===== config.mk =====
export PLATFORM = sky130hd
export DESIGN_NAME = lc_bank_switch
export DESIGN_NICKNAME = d
export VERILOG_FILES = /design/src/rtl/lc_pkg.sv /design/src/rtl/lc_switch_fsm.sv /design/src/rtl/lc_window_map.sv /design/src/rtl/lc_bank_switch.sv
export SDC_FILE = /design/constraint.sdc
export NUM_CORES = 1
export LEC_CHECK = 0
export ABC_CLOCK_PERIOD_IN_PS = 1200
export BUFFER_PORTS_ARGS = -buffer_cell sky130_fd_sc_hd__buf_4
export CAP_MARGIN = 10
export CORE_MARGIN = 10
export CORE_UTILIZATION = 33
export DETAILED_ROUTE_END_ITERATION = 16
export GPL_ROUTABILITY_DRIVEN = 0
export GPL_TIMING_DRIVEN = 0
export PLACE_DENSITY = 0.83
export SYNTH_ARGS = -nofsm -noshare
export SYNTH_HDL_FRONTEND = slang
export SYNTH_SLANG_ARGS = --single-unit
export TNS_END_PERCENT = 20

===== constraint.sdc =====
create_clock -name clk_i -period 1.2 [get_ports clk_i]
set_input_delay 0.24 -clock clk_i [delete_from_list [all_inputs] [get_ports clk_i]]
set_output_delay 0.24 -clock clk_i [all_outputs]
set_load 0.02 [all_outputs]

===== src/rtl/lc_pkg.sv =====
package lc_pkg;
  localparam int NUM_BANKS = 4;
  localparam int NUM_WIN   = 2 * NUM_BANKS;

  typedef enum int {BK_00 = 0, BK_01 = 1, BK_E0 = 2, BK_E1 = 3} bank_idx_e;

  typedef struct packed {
    logic rd_ram;
    logic wr_en;
    logic bank1;
  } lc_state_t;
endpackage


===== src/rtl/lc_switch_fsm.sv =====
module lc_switch_fsm
  import lc_pkg::*;
#(
  parameter logic [15:0] SW_BASE = 16'hC080,
  parameter logic [15:0] SW_MASK = 16'hFFF0
) (
  input  logic        clk_i,
  input  logic        rst_ni,
  input  logic        acc_valid_i,
  input  logic        acc_read_i,
  input  logic [15:0] acc_addr_i,
  output lc_state_t   state_o
);
  logic hit;
  logic pre_wr_q;
  lc_state_t st_q;

  assign hit = acc_valid_i && ((acc_addr_i & SW_MASK) == SW_BASE);

  always_ff @(posedge clk_i or negedge rst_ni) begin
    if (!rst_ni) begin
      st_q.rd_ram <= 1'b0;
      st_q.wr_en  <= 1'b1;
      st_q.bank1  <= 1'b0;
      pre_wr_q    <= 1'b0;
    end else if (hit) begin
      st_q.rd_ram <= (acc_addr_i[1:0] == 2'b00) || (acc_addr_i[1:0] == 2'b11);
      st_q.bank1  <= acc_addr_i[3];
      if (acc_addr_i[0]) begin
        if (acc_read_i) begin
          if (pre_wr_q) st_q.wr_en <= 1'b1;
          pre_wr_q <= 1'b1;
        end else begin
          pre_wr_q <= 1'b0;
        end
      end else begin
        st_q.wr_en <= 1'b0;
        pre_wr_q   <= 1'b0;
      end
    end
  end

  assign state_o = st_q;
endmodule


===== src/rtl/lc_window_map.sv =====
module lc_window_map
  import lc_pkg::*;
#(
  parameter int                RAM_AW      = 24,
  parameter logic [RAM_AW-1:0] BANK_BASE   = '0,
  parameter logic [RAM_AW-1:0] AUX_OFS     = RAM_AW'(32'h1_0000),
  parameter bit                HAS_INHIBIT = 1'b0,
  parameter bit                HAS_AUX     = 1'b0
) (
  input  lc_state_t              state_i,
  input  logic                   zp_aux_i,
  input  logic                   inhibit_i,
  output logic [1:0]             rd_ram_o,
  output logic [1:0]             wr_en_o,
  output logic [1:0][RAM_AW-1:0] ofs_o
);
  localparam logic [RAM_AW-1:0] D_OFS  = RAM_AW'(32'hD000);
  localparam logic [RAM_AW-1:0] D1_OFS = RAM_AW'(32'hC000);
  localparam logic [RAM_AW-1:0] E_OFS  = RAM_AW'(32'hE000);

  logic [RAM_AW-1:0] base;

  always_comb begin
    base = BANK_BASE;
    if (HAS_AUX && zp_aux_i) base = BANK_BASE + AUX_OFS;
    if (HAS_INHIBIT && inhibit_i) begin
      rd_ram_o = 2'b11;
      wr_en_o  = 2'b11;
      ofs_o[0] = BANK_BASE + D_OFS;
      ofs_o[1] = BANK_BASE + E_OFS;
    end else begin
      rd_ram_o = {2{state_i.rd_ram}};
      wr_en_o  = {2{state_i.wr_en}};
      // bank 1 sits 4 KB below bank 2
      ofs_o[0] = base + (state_i.bank1 ? D1_OFS : D_OFS);
      ofs_o[1] = base + E_OFS;
    end
  end
endmodule


===== src/rtl/lc_bank_switch.sv =====
module lc_bank_switch
  import lc_pkg::*;
#(
  parameter int                RAM_AW    = 24,
  parameter logic [RAM_AW-1:0] SLOW_BASE = RAM_AW'(32'h7E_0000)
) (
  input  logic                         clk_i,
  input  logic                         rst_ni,
  input  logic                         acc_valid_i,
  input  logic                         acc_read_i,
  input  logic [15:0]                  acc_addr_i,
  input  logic                         zp_aux_i,
  input  logic                         lc_inhibit_i,
  output logic [NUM_WIN-1:0]           win_rd_ram_o,
  output logic [NUM_WIN-1:0]           win_wr_en_o,
  output logic [NUM_WIN-1:0][RAM_AW-1:0] win_ofs_o
);
  localparam logic [RAM_AW-1:0] BANK_SZ = RAM_AW'(32'h1_0000);

  lc_state_t state;

  lc_switch_fsm u_fsm (
    .clk_i      (clk_i),
    .rst_ni     (rst_ni),
    .acc_valid_i(acc_valid_i),
    .acc_read_i (acc_read_i),
    .acc_addr_i (acc_addr_i),
    .state_o    (state)
  );

  for (genvar b = 0; b < NUM_BANKS; b++) begin : g_bank
    localparam logic [RAM_AW-1:0] BASE =
      (b == BK_00) ? '0 : (b == BK_01) ? BANK_SZ : SLOW_BASE;
    lc_window_map #(
      .RAM_AW     (RAM_AW),
      .BANK_BASE  (BASE),
      .AUX_OFS    (BANK_SZ),
      .HAS_INHIBIT(b < BK_E0),
      .HAS_AUX    (b == BK_00)
    ) u_map (
      .state_i  (state),
      .zp_aux_i (zp_aux_i),
      .inhibit_i(lc_inhibit_i),
      .rd_ram_o (win_rd_ram_o[2*b+1:2*b]),
      .wr_en_o  (win_wr_en_o[2*b+1:2*b]),
      .ofs_o    (win_ofs_o[2*b+1:2*b])
    );
  end
endmodule


## Word-level counts from Yosys, hierarchy flattened

Cells that the tools add are included.
W data, S select, Z words.

| storage, ports and cells | value |
|---|---|
| register bits after elaboration | 4 |
| input port bits | 22 |
| output and inout port bits | 208 |
| logic and storage cells | 27 |

| operators by class | value |
|---|---|
| add/subtract/negate cells | 4 |
| equal/unequal tests | 4 |
| muxes and demuxes | 11 |
| reduce and logical (&&, ||, !) cells | 4 |

Operator list:

| cell | count |
|---|---|
| $mux W48 | 1 |
| $add A23 B16 Y24 const A | 1 |
| $add A24 B16 Y24 const B | 1 |
| $add A24 B24 Y24 | 1 |
| $mux W24 | 1 |
| $add A17 B16 Y18 const A | 1 |
| $mux W17 | 1 |
| $mux W13 | 1 |
| $eq A12 B12 Y1 const B | 1 |
| $mux W1 | 5 |
| $mux W2 | 2 |
| $reduce_and A3 Y1 | 1 |
| $eq A2 B2 Y1 const B | 1 |
| $logic_not A2 Y1 | 1 |
| $ne A2 B1 Y1 const B | 1 |
| $ne A2 B2 Y1 const B | 1 |
| $logic_and A1 B1 Y1 | 1 |
| $logic_or A1 B1 Y1 | 1 |

## Logic depth before layout (Yosys ltp)

Gate-level depths: netlist of run 1.

| depth | value |
|---|---|
| depth in word-level cells | 3 |
| gate-level depth with buffers | 3 |
| mapped depth without buffers | 3 |

## Hierarchy

A second synthesis of run 1 with hierarchy kept.

| unflattened totals | value |
|---|---|
| cells, all modules | 234 |
| area total of the unflattened synthesis | 1841.8 um2 |

By module, submodules not included:

| module | times used | cells an instance | area an instance (um2) | seq. area each (um2) |
|---|---|---|---|---|
| lc_window_map at g_bank[1].u_map ... | 3 | 54 | 394.1 | 0.0 |
| lc_window_map at g_bank[0].u_map | 1 | 54 | 392.9 | 0.0 |
| lc_switch_fsm | 1 | 18 | 266.5 | 101.3 |

## Worst setup path before layout of run 1

No wires, ideal clock.

| timing path | value |
|---|---|
| path kind | reg-to-output |
| from | reg u_fsm.st_q (netlist bit u_fsm.state_o[2]) |
| to | out win_rd_ram_o[1] |
| data arrival time | 936 ps |
| data required time | 960 ps |
| path slack | 24 ps |
| cell stages (with the launch flop) | 3 |
| path buffers | 1 |
| path through | dfrtp_1 -> or2_2 -> buf_4 |

| between the ends | value |
|---|---|
| cells in the longest elaborated chain, start to end | 1 |

RTL lines:

| item | RTL line | RTL |
|---|---|---|
| start: declaration | lc_switch_fsm.sv:16 | `lc_state_t st_q;` |
| $mux W2 | lc_window_map.sv:26 | `if (HAS_INHIBIT && inhibit_i) begin` |
| end: declaration | lc_bank_switch.sv:14 | `output logic [NUM_WIN-1:0] win_rd_ram_o,` |

Every way passes these cells.

## Worst setup path after layout of run 1

| timing path | value |
|---|---|
| from | reg u_fsm.st_q (netlist bit u_fsm.state_o[2]) |
| to | out win_rd_ram_o[3] |

The elaborated chain is that of the path after synthesis.

==> results.toml, run 1 <==
[global_route]
grt_pass1_wl_mm = 8.11
grt_usage_pct = 11.6
grt_use_met3_pct = 8.95
grt_pass1_vias = 1522
grt.met2_usage_pct = 24.1
grt_max_degree = 6
grt_remaining_overflow = 0
grt-busiest-layer = "met2"
antenna_found_initial = 0
grtUsageMet1_pct = 7.74

[power_and_ir_drop]
p_per_area_nw_per_um2 = 540
total_power_mw = 1.66
power.share.combinational_pct = 73.7
cell_internal_pwr_uw = 878
power_frac_seq_pct = 8.3
switching_power_uw = 781
clock_power_share_pct = 18.0
p_leak_nw = 2.05
irDropWorstVdd_uv = 280
switching_share_pct = 47.1

[detailed_routing]
vias_per_cell = 2.76
drtAntennaViolNets = 0
first_pass_iters = 4
dr.first_iter.drc_count = 15
post-route-drc-count = 0
totalWireLength_mm = 6.03
vias = 1466
post_drt_wl_per_cell_um = 11.3

[synth]
mappedNetlistArea_um2 = 1820
synth.distinct_cells = 20
post-synth-top-area-cell = "sky130_fd_sc_hd__buf_4"
synthTopCellsByArea = "sky130_fd_sc_hd__buf_4 (84%), sky130_fd_sc_hd__dfrtp_1 (4.1%), sky130_fd_sc_hd__mux2_4 (1.7%)"
yosys_register_bits = 4
yosysWarningCount = 0
syn_area_per_cell_um2 = 7.97
yosysTopAreaCellShare_pct = 83.9
syn-instance-count = 228
synth.yosys.seq_area_share_pct = 5.58

[clock_network]
worstSkewPairLatency_ns = 0.21
cts.sinks = 4
clk_pin_slew_worst_paths_ns = 0.03
tritoncts_clock_tree = "done"
tritoncts.num_buffers = 3
cts-root-buf = "sky130_fd_sc_hd__clkbuf_8"
htree_levels = 1
clock_path_buffers = 2

[critical_path]
start_kind = "flop"
cp_num_buf_inv = 2
crit_path_cell_trace = "or2_4 > buf_6 > buf_6"
worstPathRequired_ns = 0.96
cpMaxStageDelayCell = "sky130_fd_sc_hd__dfrtp_1"
crit_path_leading_delay_family = "flip-flops"
endpoint_kind = "output port"
cp_data_arrival_time_ns = 1.13
highest_net_fanout_along_the_worst_path = 4
worst-setup-path-type = "reg2out"
cp_slowest_stage_delay_ns = 0.39
critical_path.most_common_cell = "sky130_fd_sc_hd__buf_6"

[status]
violations = "setup timing"
status = "complete, but fails checks"

[worst_hold_path]
hold_path.class = "in2reg"

[timing]
timing.final.crit_period_ns = 1.37
timing.hold.ws_ns = 0.258
setup_ws_ns = -0.165
tcrit_tclk_final_pct = 114
final.setup_skew_ns = 0.0000123
setup_repair_after_global_routing_missed_its_margin = "yes"
finalMaxSlewViolations = 0
clock.fmax_mhz = 732
report.final.setup_viol = 16
timing_hold_violations_final = 0

[die]
floorplan.io_pins = 230
rows = 26
coreArea_um2 = 5240
die_w_um = 94.2
chipHeight_um = 94.2
floorplan.die_area_um2 = 8870
start_util_pct = 34.7

[layout]
layout_commonest_cell = "sky130_fd_sc_hd__buf_4"
antenna_diode_count = 0
final_util_pct = 58.7
drive_gt1_share_pct = 56.4
final_net_count = 484
post-route-cell-area_um2 = 3080
mostFrequentLayoutCells = "sky130_fd_sc_hd__buf_4 (223), sky130_fd_sc_hd__conb_1 (186), sky130_fd_sc_hd__buf_6 (24), sky130_fd_sc_hd__clkbuf_8 (3), sky130_fd_sc_hd__dfrtp_1 (3)"
growth_of_design_area_from_synthesis_to_finish_pct = 69.3

[place]
place.detailed.hpwl_mm = 5.67
dpl-instance-area_um2 = 2910
port_buffers = 42

[run]
maxCapViolCount = 0
cells in the mapped netlist:
library cell               instances
sky130_fd_sc_hd__buf_4           203
sky130_fd_sc_hd__dfrtp_1           3
sky130_fd_sc_hd__conb_1            2
sky130_fd_sc_hd__inv_1             2
sky130_fd_sc_hd__mux2_4            2
sky130_fd_sc_hd__or2_2             2
sky130_fd_sc_hd__and4_2            1
sky130_fd_sc_hd__and4b_1           1
sky130_fd_sc_hd__dfstp_2           1
sky130_fd_sc_hd__mux2i_1           1
sky130_fd_sc_hd__nand2_1           1
sky130_fd_sc_hd__nand2b_1          1
sky130_fd_sc_hd__nand4_4           1
sky130_fd_sc_hd__nor2_1            1
sky130_fd_sc_hd__nor2b_1           1
sky130_fd_sc_hd__nor3_2            1
sky130_fd_sc_hd__nor4b_4           1
sky130_fd_sc_hd__nor4bb_1          1
sky130_fd_sc_hd__o22a_2            1
sky130_fd_sc_hd__xnor2_1           1
per-layer routing:
layer / wire [um] / share of wire (%)
met3: 1260 / 21
met1: 1380 / 23
met4: 18 / 0.30
met2: 3380 / 56
met5: 0 / 0
power groups by stage:
stage / combinational, mW / sequential [mW] / clock, mW
2_1_floorplan: 1.04 / 0.139 / 0
3_3_place_gp: 1.13 / 0.139 / 0
3_5_place_dp: 1.13 / 0.139 / 0
4_1_cts: 1.15 / 0.137 / 0.309
5_1_grt: 1.30 / 0.137 / 0.311
6_report: 1.22 / 0.137 / 0.299
worst paths after layout:
kind,cells past startpoint,end,slack (ns),from
max,3,win_rd_ram_o[3],-0.17,u_fsm.state_o[2]
max in group asynchronous,2,u_fsm.state_o[1],0.64,rst_ni
max reg2reg,3,u_fsm.state_o[1],0.22,u_fsm.pre_wr_q
min in group asynchronous,2,u_fsm.state_o[2],0.36,rst_ni
min,2,u_fsm.state_o[0],0.26,acc_addr_i[3]
min reg2reg,2,u_fsm.pre_wr_q,0.52,u_fsm.pre_wr_q
metrics by stage:
step	setup TNS, ns	worst slack (ns)	instances
after global routing	-1.92	-0.186	531
after CTS	-1.64	-0.168	531
final	-1.34	-0.165	531
after detailed placement	-0.511	-0.131	524
after global placement	-0.408	-0.0993	524
after floorplan	0	0.0243	412
cell type report:
| class | count | area, um2 |
|---|---|---|
| multi-input cells | 203 | 880 |
| inverters | 2 | 7.51 |
| repair buffers | 45 | 404 |
| well taps | 70 | 87.6 |
| plain buffers | 203 | 1550 |
| flip-flops and latches | 4 | 101 |
| clock buffers | 4 | 45.0 |
| fillers | 453 | 2160 |
cell families after synthesis:
family,count (synthesis),share of synthesized area [%]
buf+inv,205,84.3
simple gates,12,6.47
flops,4,5.58
mux,3,2.20
other cells,2,0.413
compound gates,1,0.551
xor+xnor,1,0.482
worst reg2reg max path: cells and delay by family (launching register included):
kind | cells | cell delay, ns
AO/OA/AOI/OAI | 1 | 0.19
flip-flops | 1 | 0.37
AND/OR/NAND/NOR | 2 | 0.34
what timing repair did:
| item | 4_1_cts | 5_1_grt |
|---|---|---|
| buffers inserted | 2 | 0 |
| setup endpoints to repair | 13 | 18 |
| hold buffers | 1 | 0 |
| pin swaps | 1 | 1 |
| hold endpoints to repair | 4 | 0 |
| resized for setup | 16 | 10 |
sequential cells by signal (all words and copies together) (netlist names):
| register | flops |
|---|---|
| u_fsm.state_o | 3 |
| u_fsm.pre_wr_q | 1 |
(Power assumes the default switching activity.)
==> run 2: changes to the inputs <==
--- a/config.mk
+++ b/config.mk
@@ -5,15 +5,15 @@
 export SDC_FILE = /design/constraint.sdc
 export NUM_CORES = 1
 export LEC_CHECK = 0
-export ABC_CLOCK_PERIOD_IN_PS = 1200
+export ABC_CLOCK_PERIOD_IN_PS = 1700
 export BUFFER_PORTS_ARGS = -buffer_cell sky130_fd_sc_hd__buf_4
 export CAP_MARGIN = 10
 export CORE_MARGIN = 10
-export CORE_UTILIZATION = 33
+export CORE_UTILIZATION = 36
 export DETAILED_ROUTE_END_ITERATION = 16
 export GPL_ROUTABILITY_DRIVEN = 0
 export GPL_TIMING_DRIVEN = 0
-export PLACE_DENSITY = 0.83
+export PLACE_DENSITY = 0.89
 export SYNTH_ARGS = -nofsm -noshare
 export SYNTH_HDL_FRONTEND = slang
 export SYNTH_SLANG_ARGS = --single-unit
==> constraint.sdc (replaced) <==
create_clock -name clk_i -period 1.7 [get_ports clk_i]
set_input_delay 0.34 -clock clk_i [delete_from_list [all_inputs] [get_ports clk_i]]
set_output_delay 0.34 -clock clk_i [all_outputs]
set_load 0.02 [all_outputs]
==> results.toml, run 2 (same netlist as run 1, synthesis figures left out) <==
[run]
maxCapViolCount = 0

[layout]
final_net_count = 482
antenna_diode_count = 0
area.sequential_um2 = 101
final_util_pct = 61.5
multiInputGateArea_um2 = 875
mostFrequentLayoutCells = "sky130_fd_sc_hd__buf_4 (245), sky130_fd_sc_hd__conb_1 (186), sky130_fd_sc_hd__clkbuf_8 (3), sky130_fd_sc_hd__dfrtp_1 (3)"
layout_commonest_cell = "sky130_fd_sc_hd__buf_4"
drive_gt1_share_pct = 56.2
largest_register_ffs = 3
stdcell_count = 526
growth_of_design_area_from_synthesis_to_finish_pct = 63.0
num-fill-cells = 416

[clock_network]
cts.sinks = 4
tritoncts.num_buffers = 3
clock_path_buffers = 2
worstSkewPairLatency_ns = 0.21
cts-root-buf = "sky130_fd_sc_hd__clkbuf_8"
clk_pin_slew_worst_paths_ns = 0.03
cts-resized-gates = 0
htree_levels = 1
tritoncts_clock_tree = "done"

[global_route]
grt_pass1_wl_mm = 8.61
grt_max_degree = 7
grt_remaining_overflow = 0
antenna_found_initial = 0
grt_pass1_vias = 1500
grt_usage_pct = 13.0

[critical_path]
regToRegStartpoint = "u_fsm.pre_wr_q"
highest_net_fanout_along_the_worst_path = 6
crit_path_cell_trace = "or2_2 > buf_4 > buf_4"
rr_endpoint = "u_fsm.state_o[1]"
cp_data_arrival_time_ns = 1.27
worstPathRequired_ns = 1.36
reg2reg_depth = 3
endpoint_kind = "output port"
r2r_setup_slack_ns = 0.62
cpMaxStageDelayCell = "sky130_fd_sc_hd__dfrtp_1"
cp_num_buf_inv = 2
start_kind = "flop"
worst-setup-path-type = "reg2out"
cp_slowest_stage_delay_ns = 0.42
critical_path.most_common_cell = "sky130_fd_sc_hd__buf_4"
crit_path_leading_delay_family = "flip-flops"

[timing]
tcrit_tclk_final_pct = 94.5
final.setup_skew_ns = 0.0000134
clock.fmax_mhz = 622
setup_repair_after_global_routing_missed_its_margin = "no"
report.final.setup_viol = 0
timing_hold_violations_final = 0
fin_setup_tns_ns = 0
finalMaxSlewViolations = 0
timing.final.crit_period_ns = 1.61

[die]
coreArea_um2 = 4820
die_w_um = 91.0
chipHeight_um = 91.0
floorplan.die_area_um2 = 8290
floorplan.io_pins = 230
start_util_pct = 37.7
rows = 25

[power_and_ir_drop]
irDropWorstVdd_uv = 181
clock_power_share_pct = 18.2
p_leak_nw = 2.02
power.share.combinational_pct = 73.4
power_frac_seq_pct = 8.4
switching_power_uw = 549
p_per_area_nw_per_um2 = 391
cell_internal_pwr_uw = 609
switching_share_pct = 47.4
total_power_mw = 1.16

[detailed_routing]
drtAntennaViolNets = 0
vias_per_cell = 2.77
vias = 1456
dr.first_iter.drc_count = 4
first_pass_iters = 4
totalWireLength_mm = 5.98
post-route-drc-count = 0
post_drt_wl_per_cell_um = 11.4

[worst_hold_path]
min_delay_path_depth = 2
hp-start = "acc_addr_i[3]"
min_delay_worst_endpoint = "u_fsm.state_o[0]"
hold_path.class = "in2reg"

[place]
numPlacedInstances = 521
port_buffers = 42
place.detailed.hpwl_mm = 5.85

[status]
status = "completed"
[run 2: power groups by stage]
stage | Sequential, mW | Combinational [mW] | Clock [mW]
detailed placement | 0.0980 | 0.797 | 0
floorplan | 0.0979 | 0.732 | 0
CTS | 0.0970 | 0.800 | 0.218
global route | 0.0971 | 0.908 | 0.223
finish | 0.0970 | 0.851 | 0.211
global placement | 0.0980 | 0.795 | 0
[run 2: worst max-delay path by stage]
stage	to	from	slack (ns)	cells after the start
after floorplan	win_rd_ram_o[1]	u_fsm.state_o[2]	0.42	2
after detailed placement	u_fsm.state_o[0]	acc_addr_i[4]	0.27	4
after global placement	win_rd_ram_o[1]	lc_inhibit_i	0.28	4
final	win_rd_ram_o[1]	u_fsm.state_o[2]	0.09	3
after global routing	win_rd_ram_o[2]	u_fsm.state_o[2]	0.05	3
after CTS	win_rd_ram_o[1]	u_fsm.state_o[2]	0.08	3
[run 2: metrics by stage]
stage | area [um2] | setup WS [ns] | hold slack (ns)
after detailed placement | 2910 | 0.270 | 0.138
after global routing | 2960 | 0.0487 | 0.358
after CTS | 2960 | 0.0791 | 0.355
after floorplan | 2510 | 0.424 | 0.0444
after global placement | 2910 | 0.283 | 0.137
final | 2960 | 0.0930 | 0.363
[run 2: repair_timing]
item                      in CTS  in global routing
buffers inserted               0                  0
hold endpoints to repair       3                  0
hold buffers                   1                  0
[run 2: area by class of cell]
cell class	count	share of cell area, %
timing repair buffer	43	11.0
multi-input combinational	203	29.5
inverter	2	0.253
tap	67	2.83
buffer	203	51.5
clock buffer	4	1.52
sequential	4	3.42
[run 2: worst register-to-register path, cell delays in order, from the launching register on]
cell	delay, ns
sky130_fd_sc_hd__dfrtp_1	0.34
sky130_fd_sc_hd__nor4bb_1	0.27
sky130_fd_sc_hd__and4_2	0.28
sky130_fd_sc_hd__o22a_2	0.14
[run 2: metal layers]
layer / global-route usage [%] / share of wire [%]
met3: 8.40 / 16
met1: 9.65 / 26
met2: 26.7 / 58
met5: 0 / 0
met4: 2.61 / 0.15
==> run 3: changes to the inputs <==
--- a/config.mk
+++ b/config.mk
@@ -13,7 +13,7 @@
 export DETAILED_ROUTE_END_ITERATION = 16
 export GPL_ROUTABILITY_DRIVEN = 0
 export GPL_TIMING_DRIVEN = 0
-export PLACE_DENSITY = 0.89
+export PLACE_DENSITY = 0.88
 export SYNTH_ARGS = -nofsm -noshare
 export SYNTH_HDL_FRONTEND = slang
 export SYNTH_SLANG_ARGS = --single-unit
==> results.toml, run 3 (same netlist as run 1, synthesis figures left out) <==
[critical_path]
start_kind = "flop"
cp_num_buf_inv = 2
crit_path_leading_delay_family = "flip-flops"
regToRegStartpoint = "u_fsm.pre_wr_q"
cp_data_arrival_time_ns = 1.25
worst-setup-path-type = "reg2out"
r2r_setup_slack_ns = 0.69
cpMaxStageDelayCell = "sky130_fd_sc_hd__dfrtp_1"
endpoint_kind = "output port"
highest_net_fanout_along_the_worst_path = 6
crit_path_cell_trace = "or2_2 > buf_4 > buf_4"
cp_slowest_stage_delay_ns = 0.42
worstPathRequired_ns = 1.36
critical_path.most_common_cell = "sky130_fd_sc_hd__buf_4"
critPathLaunch = "u_fsm.state_o[2]"

[clock_network]
cts-root-buf = "sky130_fd_sc_hd__clkbuf_8"
htree_levels = 1
clk_pin_slew_worst_paths_ns = 0.03
tritoncts.num_buffers = 3
clock_path_buffers = 2
cts-resized-gates = 0
cts.sinks = 4
tritoncts_clock_tree = "done"
worstSkewPairLatency_ns = 0.21

[global_route]
grt_remaining_overflow = 0
antenna_found_initial = 0
grt_max_degree = 7
grt_usage_pct = 13.0
grt_pass1_vias = 1561
grt_pass1_wl_mm = 8.67

[detailed_routing]
totalWireLength_mm = 6.00
post-route-drc-count = 0
post_drt_wl_per_cell_um = 11.4
drtAntennaViolNets = 0
first_pass_iters = 3
vias_per_cell = 2.82
vias = 1481
dr.first_iter.drc_count = 7

[status]
status = "completed"

[layout]
final_net_count = 482
drive_gt1_share_pct = 56.2
layout_commonest_cell = "sky130_fd_sc_hd__buf_4"
mostFrequentLayoutCells = "sky130_fd_sc_hd__buf_4 (245), sky130_fd_sc_hd__conb_1 (186), sky130_fd_sc_hd__clkbuf_8 (3), sky130_fd_sc_hd__dfrtp_1 (3)"
antenna_diode_count = 0
largest_register_ffs = 3
final_util_pct = 61.5
growth_of_design_area_from_synthesis_to_finish_pct = 63.0

[place]
place.detailed.hpwl_mm = 5.87
port_buffers = 42

[timing]
clock.fmax_mhz = 629
report.final.setup_viol = 0
finalMaxSlewViolations = 0
timing.final.crit_period_ns = 1.59
tcrit_tclk_final_pct = 93.5
timing_hold_violations_final = 0
final.setup_skew_ns = 0.0000197
setup_repair_after_global_routing_missed_its_margin = "no"
fin_setup_tns_ns = 0

[power_and_ir_drop]
irDropWorstVdd_uv = 178
p_leak_nw = 2.02
p_per_area_nw_per_um2 = 391

[die]
coreArea_um2 = 4820
die_w_um = 91.0
chipHeight_um = 91.0
floorplan.die_area_um2 = 8290
rows = 25
floorplan.io_pins = 230
start_util_pct = 37.7

[worst_hold_path]
hp-start = "acc_addr_i[3]"
hold_path.class = "in2reg"

[run]
maxCapViolCount = 0
## run 3: cell counts in the layout (fill, tap and decap cells not counted)
No cell type changed its count.
## run 3: cell type report
cell class / instances / area, um2
clock buffer: 4 / 45.0
inverter: 2 / 7.51
multi-input combinational: 203 / 875
fill: 438 / 1860
tap: 67 / 83.8
sequential: 4 / 101
buffer: 203 / 1520
timing repair buffer: 43 / 325
## run 3: per-layer routing
layer	vias to the layer above	GRT usage (%)	part of all wire, %
met1	592	9.59	27
met5	-	0	0
met4	0	1.17	0
met2	120	27.2	57
met3	0	8.64	16
li1	769	-	-
## run 3: repair_timing
item	in CTS	in global routing
hold endpoints to repair	3	0
hold buffers	1	0
setup buffers	0	0
endpoints found under the setup margin	0	0
## run 3: power by group
| group | internal (mW) | total (mW) | switching (mW) | leakage [nW] |
|---|---|---|---|---|
| Combinational | 0.353 | 0.851 | 0.499 | 1.95 |
| Clock | 0.160 | 0.208 | 0.0481 | 0.0228 |
| Sequential | 0.0965 | 0.0970 | 0.000489 | 0.0470 |
## run 3: path summary, 6_finish.rpt
| kind | endpoint | cells after the start |
|---|---|---|
| worst max-delay path | win_rd_ram_o[2] | 3 |
| worst min-delay path | u_fsm.state_o[0] | 2 |
| worst max register to register | u_fsm.state_o[1] | 3 |
| worst min register to register | u_fsm.pre_wr_q | 2 |
| max in group asynchronous | u_fsm.state_o[1] | 2 |
| min in group asynchronous | u_fsm.state_o[0] | 2 |
## run 3: stage by stage
stage / cells / setup WS (ns) / hold slack, ns / power, mW / area, um2
after floorplan: 412 / 0.424 / 0.0444 / 0.830 / 2510
after global placement: 521 / 0.287 / 0.136 / 0.893 / 2910
after detailed placement: 521 / 0.284 / 0.137 / 0.896 / 2910
after CTS: 526 / 0.103 / 0.356 / 1.11 / 2960
after global routing: 526 / 0.0687 / 0.365 / 1.22 / 2960
final: 526 / 0.111 / 0.361 / 1.16 / 2960
## run 3: worst register-to-register path, cell delays in order, from the launching register on
cell	delay, ns
sky130_fd_sc_hd__dfrtp_1	0.32
sky130_fd_sc_hd__nor4bb_1	0.25
sky130_fd_sc_hd__and4_2	0.25
sky130_fd_sc_hd__o22a_2	0.13
